<file path="src/rtl/disp_ptr_pkg.sv">
package disp_ptr_pkg;
  typedef enum logic {
    WALK_ROW = 1'b0,
    WALK_COL = 1'b1
  } walk_e;
endpackage

</file>
<file path="src/rtl/disp_ptr_clamp.sv">
module disp_ptr_clamp #(
  parameter int NUM_BANKS = 5,
  parameter int NUM_COLS  = 101,
  localparam int Y_W = $clog2(NUM_BANKS),
  localparam int X_W = $clog2(NUM_COLS)
) (
  input  logic [Y_W-1:0] raw_y_i,
  input  logic [X_W-1:0] raw_x_i,
  output logic [Y_W-1:0] safe_y_o,
  output logic [X_W-1:0] safe_x_o,
  output logic           y_bad_o,
  output logic           x_bad_o
);
  localparam logic [Y_W-1:0] Y_LAST = Y_W'(NUM_BANKS - 1);
  localparam logic [X_W-1:0] X_LAST = X_W'(NUM_COLS - 1);

  function automatic logic [Y_W-1:0] fix_y(input logic [Y_W-1:0] v);
    return (v > Y_LAST) ? '0 : v;
  endfunction

  function automatic logic [X_W-1:0] fix_x(input logic [X_W-1:0] v);
    return (v > X_LAST) ? '0 : v;
  endfunction

  assign y_bad_o  = raw_y_i > Y_LAST;
  assign x_bad_o  = raw_x_i > X_LAST;
  assign safe_y_o = fix_y(raw_y_i);
  assign safe_x_o = fix_x(raw_x_i);
endmodule

</file>
<file path="src/rtl/disp_ptr_step.sv">
module disp_ptr_step
  import disp_ptr_pkg::*;
#(
  parameter int NUM_BANKS = 5,
  parameter int NUM_COLS  = 101,
  localparam int Y_W = $clog2(NUM_BANKS),
  localparam int X_W = $clog2(NUM_COLS)
) (
  input  walk_e          mode_i,
  input  logic [Y_W-1:0] y_i,
  input  logic [X_W-1:0] x_i,
  output logic [Y_W-1:0] next_y_o,
  output logic [X_W-1:0] next_x_o,
  output logic           bank_end_o,
  output logic           col_end_o,
  output logic           full_wrap_o
);
  localparam logic [Y_W-1:0] Y_LAST = Y_W'(NUM_BANKS - 1);
  localparam logic [X_W-1:0] X_LAST = X_W'(NUM_COLS - 1);

  function automatic logic [Y_W-1:0] bump_y(input logic [Y_W-1:0] v);
    return (v == Y_LAST) ? '0 : v + Y_W'(1);
  endfunction

  function automatic logic [X_W-1:0] bump_x(input logic [X_W-1:0] v);
    return (v == X_LAST) ? '0 : v + X_W'(1);
  endfunction

  assign bank_end_o  = (y_i == Y_LAST);
  assign col_end_o   = (x_i == X_LAST);
  assign full_wrap_o = bank_end_o && col_end_o;

  always_comb begin
    if (mode_i == WALK_ROW) begin
      next_x_o = bump_x(x_i);
      next_y_o = col_end_o ? bump_y(y_i) : y_i;
    end else begin
      next_y_o = bump_y(y_i);
      next_x_o = bank_end_o ? bump_x(x_i) : x_i;
    end
  end
endmodule

</file>
<file path="src/rtl/disp_wr_pointer.sv">
module disp_wr_pointer
  import disp_ptr_pkg::*;
#(
  parameter int NUM_BANKS = 5,
  parameter int NUM_COLS  = 101,
  localparam int Y_W = $clog2(NUM_BANKS),
  localparam int X_W = $clog2(NUM_COLS),
  localparam int A_W = $clog2(NUM_BANKS * NUM_COLS)
) (
  input  logic           clk,
  input  logic           rst,
  input  logic           load_i,
  input  logic [Y_W-1:0] load_y_i,
  input  logic [X_W-1:0] load_x_i,
  input  logic           mode_i,
  input  logic           wr_i,
  output logic [Y_W-1:0] y_o,
  output logic [X_W-1:0] x_o,
  output logic [A_W-1:0] addr_o
);
  localparam logic [Y_W-1:0] Y_LAST = Y_W'(NUM_BANKS - 1);
  localparam logic [X_W-1:0] X_LAST = X_W'(NUM_COLS - 1);
  localparam logic [A_W-1:0] A_LAST = A_W'(NUM_BANKS * NUM_COLS - 1);

  function automatic logic [A_W-1:0] flat_addr(input logic [Y_W-1:0] y,
                                                input logic [X_W-1:0] x);
    return A_W'(y) * A_W'(NUM_COLS) + A_W'(x);
  endfunction

  walk_e          mode_q;
  logic [Y_W-1:0] y_q;
  logic [X_W-1:0] x_q;

  logic [Y_W-1:0] load_y_ok, step_y;
  logic [X_W-1:0] load_x_ok, step_x;
  logic           y_bad, x_bad;
  logic           bank_end, col_end, full_wrap;
  logic           take_load, take_step;

  disp_ptr_clamp #(.NUM_BANKS(NUM_BANKS), .NUM_COLS(NUM_COLS)) u_clamp (
    .raw_y_i (load_y_i),
    .raw_x_i (load_x_i),
    .safe_y_o(load_y_ok),
    .safe_x_o(load_x_ok),
    .y_bad_o (y_bad),
    .x_bad_o (x_bad)
  );

  disp_ptr_step #(.NUM_BANKS(NUM_BANKS), .NUM_COLS(NUM_COLS)) u_step (
    .mode_i     (mode_q),
    .y_i        (y_q),
    .x_i        (x_q),
    .next_y_o   (step_y),
    .next_x_o   (step_x),
    .bank_end_o (bank_end),
    .col_end_o  (col_end),
    .full_wrap_o(full_wrap)
  );

  // load has priority over write
  assign take_load = load_i;
  assign take_step = wr_i && !load_i;

  always_ff @(posedge clk) begin
    if (rst) begin
      y_q    <= '0;
      x_q    <= '0;
      mode_q <= WALK_ROW;
    end else if (take_load) begin
      y_q    <= load_y_ok;
      x_q    <= load_x_ok;
      mode_q <= walk_e'(mode_i);
    end else if (take_step) begin
      y_q <= step_y;
      x_q <= step_x;
    end
  end

  assign y_o    = y_q;
  assign x_o    = x_q;
  assign addr_o = flat_addr(y_q, x_q);

  p_load_y_r2: assert property (@(posedge clk) disable iff (rst)
    (load_i && !y_bad) |=> (y_o == $past(load_y_i)));
  p_load_x_r2: assert property (@(posedge clk) disable iff (rst)
    (load_i && !x_bad) |=> (x_o == $past(load_x_i)));
  p_clamp_y_r3: assert property (@(posedge clk) disable iff (rst)
    (load_i && y_bad) |=> (y_o == '0));
  p_clamp_x_r3: assert property (@(posedge clk) disable iff (rst)
    (load_i && x_bad) |=> (x_o == '0));
  p_row_addr_r4: assert property (@(posedge clk) disable iff (rst)
    (take_step && mode_q == WALK_ROW) |=>
      (addr_o == (($past(addr_o) == A_LAST) ? '0 : $past(addr_o) + A_W'(1))));
  p_col_down_r6: assert property (@(posedge clk) disable iff (rst)
    (take_step && mode_q == WALK_COL && !bank_end) |=>
      (x_o == $past(x_o) && y_o == $past(y_o) + Y_W'(1)));
  p_col_carry_r7: assert property (@(posedge clk) disable iff (rst)
    (take_step && mode_q == WALK_COL && bank_end && !col_end) |=>
      (y_o == '0 && x_o == $past(x_o) + X_W'(1)));
  p_wrap_r8: assert property (@(posedge clk) disable iff (rst)
    (take_step && full_wrap) |=> (y_o == '0 && x_o == '0));
  p_hold_r10: assert property (@(posedge clk) disable iff (rst)
    (!load_i && !wr_i) |=> ($stable(y_o) && $stable(x_o) && $stable(addr_o)));
  p_in_range_r12: assert property (@(posedge clk) disable iff (rst)
    (y_o <= Y_LAST && x_o <= X_LAST));
endmodule

</file>
<file path="config.mk">
export PLATFORM = sky130hd
export DESIGN_NAME = disp_wr_pointer
export DESIGN_NICKNAME = d
export VERILOG_FILES = /design/src/rtl/disp_ptr_pkg.sv /design/src/rtl/disp_ptr_clamp.sv /design/src/rtl/disp_ptr_step.sv /design/src/rtl/disp_wr_pointer.sv
export SDC_FILE = /design/constraint.sdc
export NUM_CORES = 1
export LEC_CHECK = 0
export ABC_AREA = 1
export ABC_CLOCK_PERIOD_IN_PS = 6460
export BUFFER_PORTS_ARGS = -buffer_cell sky130_fd_sc_hd__buf_4
export CAP_MARGIN = 40
export CORE_MARGIN = 3
export CORE_UTILIZATION = 57
export CTS_CLUSTER_DIAMETER = 50
export DETAILED_ROUTE_END_ITERATION = 8
export PLACE_DENSITY = 0.92
export SYNTH_ARGS = -nofsm -noshare
export SYNTH_HDL_FRONTEND = slang
export SYNTH_SLANG_ARGS = --single-unit
</file>
<file path="constraint.sdc">
create_clock -name clk -period 6.46 [get_ports clk]
set_clock_uncertainty 0.1 [all_clocks]
set_input_delay 1.292 -clock clk [delete_from_list [all_inputs] [get_ports clk]]
set_output_delay 1.292 -clock clk [all_outputs]
set_load 0.01 [all_outputs]
</file>
==> results.md <==
- Final Cycle Share: 61.51%
- Setup bufs post-CTS: 0
- Synth top area share: 18.90%
- Port bufs: 33
- FF+latch count, synth: 11
- Dpl hpwl: 2.431 mm
- Power per cell area: 164.0 mW/mm²
- Cell count after synthesis: 211
- Synth top area cells: ha_1 (19%), dfxtp_1 (17%), nand2_1 (15%)
- Slew @ Worst Pin: 323.1 ps
- Drt wl/cell: 11.01 µm
- CTS tree: done
- # nets final: 284
- Fillers: 183
- Syn avg cell area: 6.274 µm²
- Ys Warns: 0
- Ant diodes: 0
- Max Fclk: 251.7 MHz
- Num rows: 16
- CTS clk-pin slew, worst paths: 70 ps
- Pleak: 1.005 nW
- EDFF count, synth: 0
- GPL Wtd Cong: 0.9049
- Vias: 1406
- Sequential fraction of the synthesis area: 16.64%
- Htree depth: 1
- Hold_buf cts: 0
- Worst-path fanout max: 7
- Drt first-iter violations: 36
- CTS root buffer: clkbuf_4
- CTS Buf Count: 3
- PostCTS Resize Cnt: 0
- Insertion delay to the later sink of the worst-skew pair: 270 ps
- Reg2reg path depth: 8
- Reg2reg setup slack: 4700 ps
- MaxCap Viol Count: 0
- Syn_nets: 248
- Die X: 54.19 µm
- First-pass GRT wire length: 5.043 mm
- ANT nets after route: 0
- Max incr delay on CP: 500 ps
- RR Startpoint: y_o[0]$_SDFFE_PP0P_
- Drt pass-1 iters: 4
- Post-Syn Area: 0.001324 mm²
- Biggest area consumer among synthesized cells: ha_1
- Vias in the first global route: 1260
- CP required: 5070 ps
- Post-synth top flop: dfxtp_1
- Crit-path cells: inv_1, ha_1, ha_1, ha_1, nand2_1, inv_1, a21boi_0, nand2_1, nand2_1, nand2_1, buf_4
- Total track usage: 22.86%
- Fin Hold WS: 412.1 ps
- Setup TNS: 0 ps
- Synth top cells by count: nand2_1 (53), inv_1 (37), nand3_1 (22), nor2_1 (22), ha_1 (20)
- Netlist cell types: 23
- Crit-path slowest cell: dfxtp_1
- Crit-path leading delay family: adder cells
- Critical Path End: addr_o[8]
- Hold Crit Class: reg -> reg
- Nature of the critical path endpoint: primary output
- Critical path arrival: 2580 ps
- Slew HR: 78.43%
- Total core area: 0.002082 mm²
- Clk buf depth: 2
- P&R area growth vs syn: 21.83%
- Post-Route WL: 3.006 mm
- Unrepaired setup endpoints after global routing: false
- Largest net degree at the start of global routing: 17
- Die Ht: 54.19 µm
- CP Launch Type: flop
- Slew Limit Fails: 0
- DRC errors left: 0
- Initial antenna violation count: 0
- Die area: 0.002937 mm²
- IO Pins: 34
- Worst Setup Path Type: reg -> out
- Worst VDD drop: 0.1403 mV
- CP Buf/Inv Count: 3
- Final hold violation count: 0
- Outcome: completed
- Starting Density: 63.58%
- Top-count cell post-synth: nand2_1
- Total gr overflow: 0
- Ys async rst share: 0%
- R2R Path End: x_o[5]$_SDFFE_PP0P_
- Sink Count: 11
- CP dominant cell by count: nand2_1
- Start point of the critical path: y_o[0]$_SDFFE_PP0P_
- Via-to-Cell Ratio: 5.150
- # setup viols final: 0
- Minimum clock period after layout: 3974 ps
- Layout cell share with drive strength beyond 1: 19.11%
- Critical path depth: 11
-- how the worst min path moves through the flow --
stage / start / endpoint / cells after the start
after floorplan: mode_q$_SDFFE_PP0P_ / mode_q$_SDFFE_PP0P_ / 2
after global placement: mode_q$_SDFFE_PP0P_ / mode_q$_SDFFE_PP0P_ / 2
after detailed placement: mode_q$_SDFFE_PP0P_ / mode_q$_SDFFE_PP0P_ / 2
after CTS: mode_q$_SDFFE_PP0P_ / mode_q$_SDFFE_PP0P_ / 2
after global routing: y_o[1]$_SDFFE_PP0P_ / y_o[1]$_SDFFE_PP0P_ / 2
final: mode_q$_SDFFE_PP0P_ / mode_q$_SDFFE_PP0P_ / 2
-- worst reg2reg max path, delay by kind of cell (launching register included) --
family | cells | cell delay [ps]
AO/OA/AOI/OAI | 2 | 330
flip-flops | 1 | 500
adder cells (fa/ha/maj) | 1 | 250
AND/OR/NAND/NOR | 3 | 270
buffers and inverters | 2 | 220
-- flip-flops by register name, indices dropped and copies added (netlist names) --
register and count:
x_o 7, mode_q 1, y_o 3
-- cells in the final DEF, fill, tap and decap left out --
| cell type | synthesis | final |
|---|---|---|
| o21ai_0 | 8 | 8 |
| a21boi_0 | 1 | 1 |
| nand4_1 | 3 | 3 |
| inv_2 | 3 | 3 |
| clkbuf_1 | 0 | 1 |
| a21oi_4 | 1 | 1 |
| ha_1 | 20 | 20 |
| inv_1 | 37 | 37 |
| fa_1 | 2 | 2 |
| nand2_2 | 3 | 3 |
| nand3_1 | 22 | 22 |
| xnor2_1 | 2 | 2 |
| clkbuf_4 | 0 | 3 |
| nand3_2 | 1 | 1 |
| nor2_2 | 2 | 2 |
| buf_4 | 1 | 33 |
| a21o_1 | 1 | 1 |
| or2_2 | 1 | 1 |
| nand2_1 | 53 | 53 |
| xor2_1 | 4 | 4 |
| a21oi_1 | 11 | 11 |
| dfxtp_1 | 11 | 11 |
| nor2_1 | 22 | 22 |
| nand3b_1 | 1 | 1 |
-- power by group --
group	leakage (nW)	switching, mW	internal [mW]
combinational	0.899	0.0712	0.0609
clock	0.0150	0.0228	0.0239
sequential	0.0911	0.0116	0.0741
-- metrics by stage --
stage | setup WS, ps | power [mW] | cell area [µm²] | std cells | util [%]
floorplan | 2917 | 0.1673 | 1324 | 211 | -
global placement | 2846 | 0.2150 | 1587 | 269 | 76.20
detailed placement | 2788 | 0.2178 | 1587 | 269 | 76.20
CTS | 2494 | 0.2642 | 1613 | 273 | 77.46
global route | 2303 | 0.2877 | 1613 | 273 | 77.46
finish | 2486 | 0.2645 | 1613 | 273 | 77.46
-- routing by layer --
metal,GRT usage (%),up-vias,wire (µm)
met1,29.43,617,1420
met2,40.64,50,1400
met4,7.054,0,19
met3,0.8310,3,166
li1,-,736,-
met5,0,-,0
-- kinds of logic after synthesis --
| family | Yosys count | synth area share [%] |
|---|---|---|
| AO/OA/AOI/OAI | 22 | 9.547 |
| adder cells (fa/ha/maj) | 22 | 21.93 |
| AND/OR/NAND/NOR | 108 | 35.16 |
| XOR/XNOR | 6 | 3.970 |
| buffers and inverters | 42 | 12.76 |
| flip-flops | 11 | 16.64 |
-- layout make-up --
| cell class | count | area [µm²] | area share (%) |
|---|---|---|---|
| tap | 27 | 33.78 | 2.095 |
| sequential | 11 | 220.2 | 13.65 |
| multi-input combinational | 158 | 934.6 | 57.95 |
| timing repair buffer | 33 | 247.7 | 15.36 |
| clock buffer | 4 | 26.28 | 1.629 |
| inverter | 40 | 150.1 | 9.310 |
No activity file was read; power rests on OpenSTA's default activity.
